File: config.mk
export PLATFORM = sky130hd
export DESIGN_NAME = dbg_mailbox
export DESIGN_NICKNAME = d
export VERILOG_FILES = /design/src/rtl/mbox_pkg.sv /design/src/rtl/mbox_slot.sv /design/src/rtl/mbox_rd_port.sv /design/src/rtl/dbg_mailbox.sv
export SDC_FILE = /design/constraint.sdc
export NUM_CORES = 1
export LEC_CHECK = 0
export BUFFER_PORTS_ARGS = -buffer_cell sky130_fd_sc_hd__buf_2
export CAP_MARGIN = 40
export CORE_MARGIN = 1.5
export CORE_UTILIZATION = 46
export DETAILED_ROUTE_END_ITERATION = 10
export PLACE_DENSITY_LB_ADDON = 0.05
export SLEW_MARGIN = 10
export SYNTH_ARGS = -nofsm -noshare
export SYNTH_HDL_FRONTEND = slang
export SYNTH_SLANG_ARGS = --single-unit
export TNS_END_PERCENT = 10
File: constraint.sdc
create_clock -name clk -period 1.9 [get_ports clk]
set_input_delay 0 -clock clk [delete_from_list [all_inputs] [get_ports clk]]
set_output_delay 0 -clock clk [all_outputs]
set_load 0.02 [all_outputs]
File: src/rtl/mbox_pkg.sv
package mbox_pkg;
  localparam int unsigned MBOX_AW = 2;

  typedef enum logic [MBOX_AW-1:0] {
    REG_DN_DATA = 2'd0,
    REG_DN_CTRL = 2'd1,
    REG_UP_DATA = 2'd2,
    REG_UP_CTRL = 2'd3
  } mbox_reg_e;
endpackage

File: src/rtl/mbox_slot.sv
// Single-word hand-off: data, generic flags, full bit and one event pulse.
module mbox_slot #(
  parameter int unsigned DATA_W      = 32,
  parameter int unsigned FLAG_W      = 31,
  parameter bit          EVT_ON_TAKE = 1'b0
) (
  input  logic              clk,
  input  logic              rst,
  input  logic              put_data,
  input  logic [DATA_W-1:0] put_word,
  input  logic              put_flags,
  input  logic [FLAG_W-1:0] flag_word,
  input  logic              take,
  output logic [DATA_W-1:0] data_q,
  output logic [FLAG_W-1:0] flags_q,
  output logic              full_q,
  output logic              evt_q
);
  logic evt_src;

  generate
    if (EVT_ON_TAKE) begin : g_evt_take
      assign evt_src = take;
    end else begin : g_evt_put
      assign evt_src = put_data;
    end
  endgenerate

  always_ff @(posedge clk) begin
    if (rst) begin
      data_q  <= '0;
      flags_q <= '0;
      full_q  <= 1'b0;
      evt_q   <= 1'b0;
    end else begin
      if (put_data)  data_q  <= put_word;
      if (put_flags) flags_q <= flag_word;
      // a write in the same cycle as a read wins: the word is fresh
      if (put_data)  full_q  <= 1'b1;
      else if (take) full_q  <= 1'b0;
      evt_q <= evt_src;
    end
  end
endmodule

File: src/rtl/mbox_rd_port.sv
// Registered read mux for one access port.
module mbox_rd_port
  import mbox_pkg::*;
#(
  parameter int unsigned DATA_W = 32
) (
  input  logic               clk,
  input  logic               rst,
  input  logic               sel,
  input  logic               wr,
  input  logic [MBOX_AW-1:0] addr,
  input  logic [DATA_W-1:0]  dn_data,
  input  logic [DATA_W-1:0]  dn_ctrl,
  input  logic [DATA_W-1:0]  up_data,
  input  logic [DATA_W-1:0]  up_ctrl,
  output logic [DATA_W-1:0]  rdata_q
);
  logic [DATA_W-1:0] mux_w;

  always_comb begin
    unique case (mbox_reg_e'(addr))
      REG_DN_DATA: mux_w = dn_data;
      REG_DN_CTRL: mux_w = dn_ctrl;
      REG_UP_DATA: mux_w = up_data;
      REG_UP_CTRL: mux_w = up_ctrl;
      default:     mux_w = '0;
    endcase
  end

  always_ff @(posedge clk) begin
    if (rst)            rdata_q <= '0;
    else if (sel && !wr) rdata_q <= mux_w;
  end
endmodule

File: src/rtl/dbg_mailbox.sv
module dbg_mailbox
  import mbox_pkg::*;
#(
  parameter int unsigned DATA_W    = 32,
  parameter int unsigned UP_FLAG_W = 7
) (
  input  logic               clk,
  input  logic               rst,
  input  logic               cpu_sel,
  input  logic               cpu_wr,
  input  logic [MBOX_AW-1:0] cpu_addr,
  input  logic [DATA_W-1:0]  cpu_wdata,
  output logic [DATA_W-1:0]  cpu_rdata,
  input  logic               dbg_sel,
  input  logic               dbg_wr,
  input  logic [MBOX_AW-1:0] dbg_addr,
  input  logic [DATA_W-1:0]  dbg_wdata,
  output logic [DATA_W-1:0]  dbg_rdata,
  output logic               tx_evt,
  output logic               rx_evt
);
  localparam int unsigned DN_FLAG_W = DATA_W - 1;
  localparam int unsigned UP_PAD_W  = DATA_W - UP_FLAG_W - 1;

  // access decode
  logic cpu_wr_e, cpu_rd_e, dbg_wr_e, dbg_rd_e;
  assign cpu_wr_e = cpu_sel &&  cpu_wr;
  assign cpu_rd_e = cpu_sel && !cpu_wr;
  assign dbg_wr_e = dbg_sel &&  dbg_wr;
  assign dbg_rd_e = dbg_sel && !dbg_wr;

  logic dn_put, dn_put_flags, dn_take;
  logic up_put, up_put_flags, up_take;
  assign dn_put       = dbg_wr_e && (mbox_reg_e'(dbg_addr) == REG_DN_DATA);
  assign dn_put_flags = dbg_wr_e && (mbox_reg_e'(dbg_addr) == REG_DN_CTRL);
  assign dn_take      = cpu_rd_e && (mbox_reg_e'(cpu_addr) == REG_DN_DATA);
  assign up_put       = cpu_wr_e && (mbox_reg_e'(cpu_addr) == REG_UP_DATA);
  assign up_put_flags = cpu_wr_e && (mbox_reg_e'(cpu_addr) == REG_UP_CTRL);
  assign up_take      = dbg_rd_e && (mbox_reg_e'(dbg_addr) == REG_UP_DATA);

  logic [DATA_W-1:0]    dn_data, up_data;
  logic [DN_FLAG_W-1:0] dn_flags;
  logic [UP_FLAG_W-1:0] up_flags;
  logic                 dn_full, up_full;

  mbox_slot #(.DATA_W(DATA_W), .FLAG_W(DN_FLAG_W), .EVT_ON_TAKE(1'b0)) dn_slot_i (
    .clk       (clk),
    .rst       (rst),
    .put_data  (dn_put),
    .put_word  (dbg_wdata),
    .put_flags (dn_put_flags),
    .flag_word (dbg_wdata[DATA_W-1:1]),
    .take      (dn_take),
    .data_q    (dn_data),
    .flags_q   (dn_flags),
    .full_q    (dn_full),
    .evt_q     (tx_evt)
  );

  mbox_slot #(.DATA_W(DATA_W), .FLAG_W(UP_FLAG_W), .EVT_ON_TAKE(1'b1)) up_slot_i (
    .clk       (clk),
    .rst       (rst),
    .put_data  (up_put),
    .put_word  (cpu_wdata),
    .put_flags (up_put_flags),
    .flag_word (cpu_wdata[UP_FLAG_W:1]),
    .take      (up_take),
    .data_q    (up_data),
    .flags_q   (up_flags),
    .full_q    (up_full),
    .evt_q     (rx_evt)
  );

  logic [DATA_W-1:0] dn_ctrl, up_ctrl;
  assign dn_ctrl = {dn_flags, dn_full};
  assign up_ctrl = {{UP_PAD_W{1'b0}}, up_flags, up_full};

  mbox_rd_port #(.DATA_W(DATA_W)) cpu_rd_i (
    .clk     (clk),
    .rst     (rst),
    .sel     (cpu_sel),
    .wr      (cpu_wr),
    .addr    (cpu_addr),
    .dn_data (dn_data),
    .dn_ctrl (dn_ctrl),
    .up_data (up_data),
    .up_ctrl (up_ctrl),
    .rdata_q (cpu_rdata)
  );

  mbox_rd_port #(.DATA_W(DATA_W)) dbg_rd_i (
    .clk     (clk),
    .rst     (rst),
    .sel     (dbg_sel),
    .wr      (dbg_wr),
    .addr    (dbg_addr),
    .dn_data (dn_data),
    .dn_ctrl (dn_ctrl),
    .up_data (up_data),
    .up_ctrl (up_ctrl),
    .rdata_q (dbg_rdata)
  );
endmodule

; Word level (Yosys, flattened, before mapping)
; Cells that the tools add are included.
[totals]
in_bits = 74
out_inout_bits = 66
wordCells = 38
register_bits = 170
[op_classes]
reduce_logical = 16
eq_ne = 6
muxes = 6
[op_table]
columns = op, count
row1 = case mux 32 bit (4 select lines), 2
row2 = logical AND 1 bit, 10
row3 = equality test 2 bit (second input constant), 4
row4 = equality test 2 x 1 -> 1 bit (second input constant), 2
row5 = zero test 2 bit, 2
row6 = 2-to-1 mux 1 bit, 4
row7 = nonzero test 2 bit, 2
row8 = zero test 1 bit, 2

; Logic depth before layout (Yosys ltp)
; Gate-level depths: netlist of run 1.
[logic_depth]
depth_word = 5
depth_mapped = 6
ltp_nobuf = 3

; Hierarchy
; From an unflattened synthesis of run 1, not the netlist that was laid out.
[unflattened]
cells_unflattened = 715
area_unflattened_um2 = 7597.3
[modules_own_cells]
columns = mod, cells_each, n_inst, area_per_inst_um2, seq_area_each_um2
row1 = mbox_rd_port, 183, 2, 1854.3, 640.6
row2 = mbox_slot (dn_slot_i), 210, 1, 2344.7, 1301.2
row3 = mbox_slot (up_slot_i), 132, 1, 1471.4, 820.8
row4 = dbg_mailbox, 7, 1, 72.6, 0.0

; Least setup slack after synthesis of run 1
; No wires, ideal clock.
[synth_path]
kind = input to register
startpoint = in dbg_addr[1]
endpoint = reg dbg_rd_i.rdata_q[5]
required_ns = 1.768
t_arrival_ns = 0.904
n_path_buf = 2
cell_stages = 5
path_slack_ns = 0.864
setup_time_ns = 0.132
path_cell_list = buf_4 > buf_6 > mux4_2 > nand2_1 > a21oi_1
[synth_via]
elab_chain_cells = 2
elab_cells_between_ends = 5
cone_classes = eq/ne (3) / mux (1) / reduce/logical (1)
[synth_rtl]
columns = item, line
row1 = "start, declared", dbg_mailbox.sv:16  ; input logic [MBOX_AW-1:0] dbg_addr,
row2 = "equality test 2 bit, or another cell as far along", mbox_rd_port.sv:21  ; unique case (mbox_reg_e'(addr))
row3 = case mux 32 bit (4 select lines) (*), mbox_rd_port.sv:21
row4 = "end signal, assigned", mbox_rd_port.sv:32  ; else if (sel && !wr) rdata_q <= mux_w;
row5 = "end, declared", mbox_rd_port.sv:16  ; output logic [DATA_W-1:0] rdata_q
; Mark *: on every way between the ends. The rest lies on a longest branch, timed or not.
; A chain may end at the register's enable or synchronous reset.

; Final worst setup path of run 1
[layout_path]
startpoint = in dbg_wr
endpoint = reg dn_slot_i.data_q[31]
[layout_via]
elab_chain_cells = 2
[layout_rtl]
columns = item, line
row1 = "start, declared", dbg_mailbox.sv:15  ; input logic dbg_wr,
row2 = logical AND 1 bit, dbg_mailbox.sv:29  ; assign dbg_wr_e = dbg_sel && dbg_wr;
row3 = logical AND 1 bit, dbg_mailbox.sv:34  ; assign dn_put = dbg_wr_e && (mbox_reg_e'(dbg_addr) == REG_DN_DATA);
row4 = "end signal, assigned", mbox_slot.sv:36  ; if (put_data) data_q <= put_word;
row5 = "end, declared", mbox_slot.sv:14  ; output logic [DATA_W-1:0] data_q,
; Every way passes these cells.

==> impl_results.md, run 1 <==
- Grt total ovfl: 0
- Min-Delay Path Class: primary input to flop
- Leak Pwr: around 3.8 nW
- Final hold vios: 0
- Die extent in x: between 100 and 150 um
- Reg2Reg Depth: 3
- Synth unique cells: 30
- Syn avg cell area: 8.80 um2
- Placed Area: slightly above 8000 um2
- Antenna violations before repair: 0
- Initial drt markers: 351
- Die footprint: 16,700 um2
- Fillers: 1,433
- Setup total negative slack: 0 ns
- Slew Limit Fails: 0
- Fin crit period: roughly 1.4 ns
- H-tree Lvls: 4
- Largest area contributor in the netlist: dfxtp_1
- ANT nets after route: 0
- Synth top area cells: dfxtp_1, nand2_1, a21oi_1
- Min Hold Slack: 0.0517 ns
- Top-area cell type share of the netlist area: about 46%
- Core Util, Final: 60.5%
- Vias in the first global route: 6,530
- Row count: 46
- Fin nets: 1,086
- Net Count, Synth: 909
- Reg clk slew, reported paths: approximately 0.060 ns
- Initial core utilization: 46.6%
- CP Capture Type: flop
- Most frequent cells in the layout: nand2_1, dfxtp_1, buf_2
- Drc violations: 0
- Crit Path Max Fanout: 22
- Area growth syn-to-layout: 29.8%
- CTS Buffer Depth: 2
- Placer Congestion: roughly 0.86
- CP peak stage delay: 0.51 ns
- Die height: roughly 130 um
- Max Freq: 733 MHz
- Multi-input gate area: about 3500 um2
- CTS Hold Bufs: 67
- Drt wl/cell: 16.9 um
- Clock Latency Late Sink: ~0.43 ns
- Share of cells above drive strength 1: 22.4%
- Post-synthesis instance area: between 7000 and 8000 um2
- I/O pin count: 140
- RSZ-0062 raised after global routing: no
- First-pass GRT wire length: ~33,000 um
- Critical path type: primary input to flop
- Crit path DAT: approximately 1.7 ns
- Num CTS Buffers: 17
- Worst-Margin Slew: 0.522 ns
- Vias per cell: roughly 5.3
- CORE AREA: 15,800 um2
- CTS tree: done
- Crit-path cells: dlygate4sd3_1 > buf_2 > nand4bb_2 > buf_12 > nand2_1 > a21oi_1
- Max-cap viol count: 0
- Fin crit share: 71.8%
- Hold Path Depth: 4
- Clk sinks: 170
- I/O Buffers: 139
- FF+latch count, synth: 170
- Startpoint types: primary input
- PwrDens: between 900 and 1000 nW/um2
- Drt pass-1 iters: 5
- # resized after CTS: 0
- Pin count of the biggest net entering global routing: 85
- Slew Limit Headroom: 65.2%
- Final setup vio count: 0
- Global Route Usage Sum: 25.8%
- ANT cells: 0
- Post-Synthesis Cells: about 840
- Worst Path Required: 2.19 ns
- Clock Skew: about 0.0066 ns
- Register Area: between 3000 and 4000 um2
- Post-route design area: between 9000 and 10,000 um2
- Setup Buffers After CTS: 0
- HPWL after detailed placement: between 10,000 and 15,000 um
- Synth warn: 0
- Status: complete, no violations
- Via count: 6,540
- Root Buffer: clkbuf_16
- Leading cell type in the layout, fill and taps excluded: nand2_1
- Maximum vdd drop: 0.000665 V
- Post-synthesis sequential area ratio: 46.3%
- Crit-path slowest cell: dlygate4sd3_1
- Drt total wl: ~21,000 um
## per-layer routing
layer  part of all wire (%)  wire length [um]  vias up  track usage (%)
met4                    2.3               482        0             9.87
met1                     46              9710     3069             33.6
met2                     47              9780      176             42.7
met3                    4.6               964       34             4.75
met5                      0                 0        -                0
li1                       -                 -     3261                -
## cell type report
class | count | area share (%)
multi-input combinational | 586 | 36.9
sequential | 170 | 35.7
timing repair buffer | 237 | 17.6
clock buffer | 22 | 4.97
tap | 216 | 2.83
clock inverter | 8 | 1.99
## kinds of logic (layout without fill, tap and decap cells)
| group | count (synthesis) | in the layout | synth area share, % |
|---|---|---|---|
| AO/OA/AOI/OAI | 220 | 220 | 20.2 |
| AND/OR/NAND/NOR | 302 | 302 | 16.4 |
| buffers and inverters | 79 | 267 | 6.06 |
| flip-flops | 170 | 170 | 46.3 |
| multiplexers | 64 | 64 | 11.1 |
## flip-flops by register name, summed over array words and instances (netlist names)
register / flops
dbg_rd_i.rdata_q: 32
dn_slot_i.flags_q: 31
up_slot_i.data_q: 32
dn_slot_i.full_q: 1
dn_slot_i.data_q: 32
up_slot_i.flags_q: 7
dn_slot_i.evt_q: 1
up_slot_i.evt_q: 1
cpu_rd_i.rdata_q: 32
up_slot_i.full_q: 1
## final timing paths
| check | start | endpoint | slack, ns |
|---|---|---|---|
| worst min-delay path | dbg_sel | dbg_rd_i.rdata_q[0]$_SDFFE_PP0P_ | 0.05 |
| worst max-delay path | dbg_wr | dn_slot_i.data_q[31]$_SDFFE_PP0P_ | 0.53 |
| worst max register to register | up_slot_i.flags_q[5]$_SDFFE_PP0P_ | cpu_rd_i.rdata_q[6]$_SDFFE_PP0P_ | 0.79 |
| worst min register to register | cpu_rd_i.rdata_q[3]$_SDFFE_PP0P_ | cpu_rd_i.rdata_q[3]$_SDFFE_PP0P_ | 0.45 |
## worst max-delay path: cells and delay by family
kind | cells | cell delay, ns
buffers and inverters | 3 | 1.04
AOI/OAI and AO/OA | 1 | 0.06
and+or+nand+nor | 2 | 0.53
## per-stage QoR
stage,setup WS (ns),instances,total power [mW]
6_report,0.535,1239,8.61
2_1_floorplan,0.864,835,4.35
4_1_cts,0.529,1239,8.66
3_5_place_dp,0.496,1142,4.65
3_3_place_gp,0.517,1142,4.63
5_1_grt,0.469,1239,8.92
## cell usage after synthesis
master,number
and4b_1,2
mux4_2,14
nor4_1,2
clkbuf_2,1
nand4_1,1
buf_1,3
nand4bb_1,1
nor2b_2,1
buf_12,1
a21bo_2,1
nand2b_1,3
dfxtp_1,170
buf_6,4
nand4b_1,2
o31ai_1,1
nor2b_1,3
a211oi_2,9
nor2_1,52
a2bb2oi_1,48
buf_2,36
a211oi_1,39
nand2_1,233
clkbuf_1,19
a21oi_1,118
o2bb2ai_1,2
and4_1,1
and4bb_1,1
buf_4,15
a2111oi_2,2
mux2i_1,50
## where the power goes
part | total (mW) | internal, mW | leakage (nW) | switching, mW
Clock | 3.93 | 2.55 | 0.326 | 1.38
Combinational | 0.932 | 0.416 | 2.05 | 0.516
Sequential | 3.75 | 3.68 | 1.38 | 0.0721
Total | 8.61 | 6.65 | 3.76 | 1.97
Note: power is estimated with default switching activity, not from simulation.
==> run 2: changes to the inputs <==
Clock period 1.9 ns to 1.4 ns, I/O delays scaled along.
==> run 2 against run 1 <==
Net effect: clock-buffer cell count up 3; cell count about the same; combinational power up 38%; worst setup slack worse by 0.39 ns; via count up 0.49%; non-clock buffer count up 3; wire length up 0.68%; first-iteration DRC count up 4.6%; core utilization down 0.40 points; worst hold slack better by 0.029 ns; clock skew down 0.00082 ns.
==> impl_results.md, run 2 (synthesized netlist as in run 1, its figures left out) <==
- Status: complete, no violations
- I/O Buffers: 139 (unchanged)
- Area growth syn-to-layout: 28.9%
- Slew Limit Headroom: 70.2% (+4.9 points)
- Die footprint: 16,700 um2 (unchanged)
- Vias in the first global route: 6,305 (-3.4%)
- Via count: 6,572 (+0.49%)
- Cells after DPL: 1,143 (+0.088%)
- Most frequent cells in the layout: nand2_1, dfxtp_1, buf_2
- Crit-path slowest cell: dlygate4sd3_1
- Drt total wl: 21,100 um (+0.68%)
- Worst Path Buf+Inv: 4 (+1)
- ANT nets after route: 0 (unchanged)
- Setup total negative slack: 0 ns (unchanged)
- Startpoint types: primary input
- Initial core utilization: 46.6% (unchanged)
- H-tree Lvls: 4 (unchanged)
- Antenna violations before repair: 0 (unchanged)
- Pin count of the biggest net entering global routing: 51 (-40%)
- CP peak stage delay: 0.56 ns (+0.05 ns)
- Leak Pwr: 3.73 nW (-0.78%)
- Num CTS Buffers: 17 (unchanged)
- Setup Buffers After CTS: 0 (unchanged)
- Leading cell type in the layout, fill and taps excluded: nand2_1
- Crit Path Max Fanout: 33 (+50%)
- Critical path type: primary input to flop
- Crit path DAT: 1.62 ns (-0.04 ns)
- CORE AREA: 15,800 um2 (unchanged)
- Final hold vios: 0 (unchanged)
- Clock Skew: 0.00578 ns (-0.000819 ns)
- Core Util, Final: 60.1% (-0.40 points)
- Register Area: 3400 um2 (unchanged)
- Max Freq: 798 MHz
- Worst-Margin Slew: 0.447 ns (-0.0742 ns)
- Grt total ovfl: 0 (unchanged)
- HPWL after detailed placement: 13,800 um (-1.6%)
- Drt pass-1 iters: 5 (unchanged)
- CTS tree: done
- Reg2reg start: up_slot_i.data_q[18]$_SDFFE_PP0P_
- Row count: 46 (unchanged)
- Multi-input gate area: 3520 um2 (unchanged)
- Final setup vio count: 0 (unchanged)
- Clk sinks: 170 (unchanged)
- First-pass GRT wire length: 33,000 um (-0.77%)
- Share of cells above drive strength 1: 22.2% (-0.22 points)
- Vias per cell: 5.30 (+0.41%)
- Clock Latency Late Sink: 0.42 ns (about the same)
- I/O pin count: 140 (unchanged)
- Fin nets: 1,089 (+0.28%)
- Worst hold start: cpu_sel
- Reg clk slew, reported paths: 0.06 ns (about the same)
- CTS Buffer Depth: 2 (unchanged)
- Drc violations: 0 (unchanged)
- PwrDens: 1120 nW/um2 (+24%)
- Fin crit share: 89.5%
- Worst Path Required: 1.76 ns (-0.43 ns)
- Die height: 129 um (unchanged)
- Die extent in x: 129 um (unchanged)
- CP Capture Type: flop
- RSZ-0062 raised after global routing: no
- Placer Congestion: 0.814 (-4.9%)
- Initial drt markers: 367 (+4.6%)
- CP top delay family: buffers and inverters
- Final Non-Filler Cells: 1,240 (+0.081%)
- ANT cells: 0 (unchanged)
- Crit path launch: cpu_addr[0]
- Slew Limit Fails: 0 (unchanged)
- Fillers: 1,450 (+1.2%)
- Max-cap viol count: 0 (unchanged)
- Root Buffer: clkbuf_16
- Crit-path cells: buf_2 > buf_4 > nand4b_1 > buf_12 > nand2_1 > a21oi_1 > dlygate4sd3_1
- Maximum vdd drop: 0.000861 V (+30%)
- Global Route Usage Sum: 25.7% (-0.093 points)
- Min-Delay Path Class: primary input to flop
- Drt wl/cell: 17.0 um (+0.60%)
- Fin crit period: 1.25 ns
run 2: path summary, 6_finish.rpt:
kind / to / slack, ns / cells after the start
hold reg to reg: cpu_rd_i.rdata_q[4]$_SDFFE_PP0P_ / 0.45 / 2
setup reg to reg: up_slot_i.data_q[18]$_SDFFE_PP0P_ / 0.22 / 3
setup / recovery: up_slot_i.data_q[21]$_SDFFE_PP0P_ / 0.15 / 7
hold / removal: cpu_rd_i.rdata_q[10]$_SDFFE_PP0P_ / 0.08 / 4
run 2: per-layer routing:
layer	vias up	global-route usage, %	wire (um)
li1	3258	-	-
met1	3104	33.7	9510
met2	184	43.1	10200
met3	26	4.95	1010
met4	0	8.04	323
met5	-	0	0
run 2: final cells by class:
| type | instances | share of cell area, % |
|---|---|---|
| Clock buffer | 25 | 5.33 |
| Multi-Input combinational cell | 586 | 37.2 |
| Sequential cell | 170 | 35.9 |
| Timing Repair Buffer | 240 | 18.5 |
| Clock inverter | 3 | 0.158 |
| Tap cell | 216 | 2.85 |
run 2: tightest hold or removal path, stage by stage:
cell      delay (ns)
buf_2           0.14
nor2b_4         0.17
nor2_1          0.09
a211oi_1        0.05
run 2: report_power, final:
part / switching, mW / total (mW) / internal [mW]
clock network: 1.78 / 4.23 / 2.46
logic: 0.708 / 1.29 / 0.584
registers: 0.0995 / 5.09 / 4.99
total: 2.58 / 10.6 / 8.03
run 2: per-stage QoR:
| stage | hold WS (ns) | worst slack [ns] | power (mW) | area [um2] |
|---|---|---|---|---|
| final | 0.0809 | 0.147 | 10.6 | 9480 |
| after global routing | 0.0917 | 0.00511 | 11.0 | 9480 |
| after CTS | 0.0562 | 0.111 | 10.7 | 9470 |
| after detailed placement | 0.252 | 0.0545 | 6.34 | 8260 |
| after global placement | 0.240 | 0.131 | 6.32 | 8260 |
| after floorplan | 0.136 | 0.364 | 5.90 | 7350 |
run 2: what timing repair did:
| item | CTS | global route |
|---|---|---|
| hold endpoints to repair | 104 | 0 |
| endpoints found under the setup margin | 0 | 1 |
| hold buffers | 69 | 0 |
| gates resized for setup | 0 | 1 |
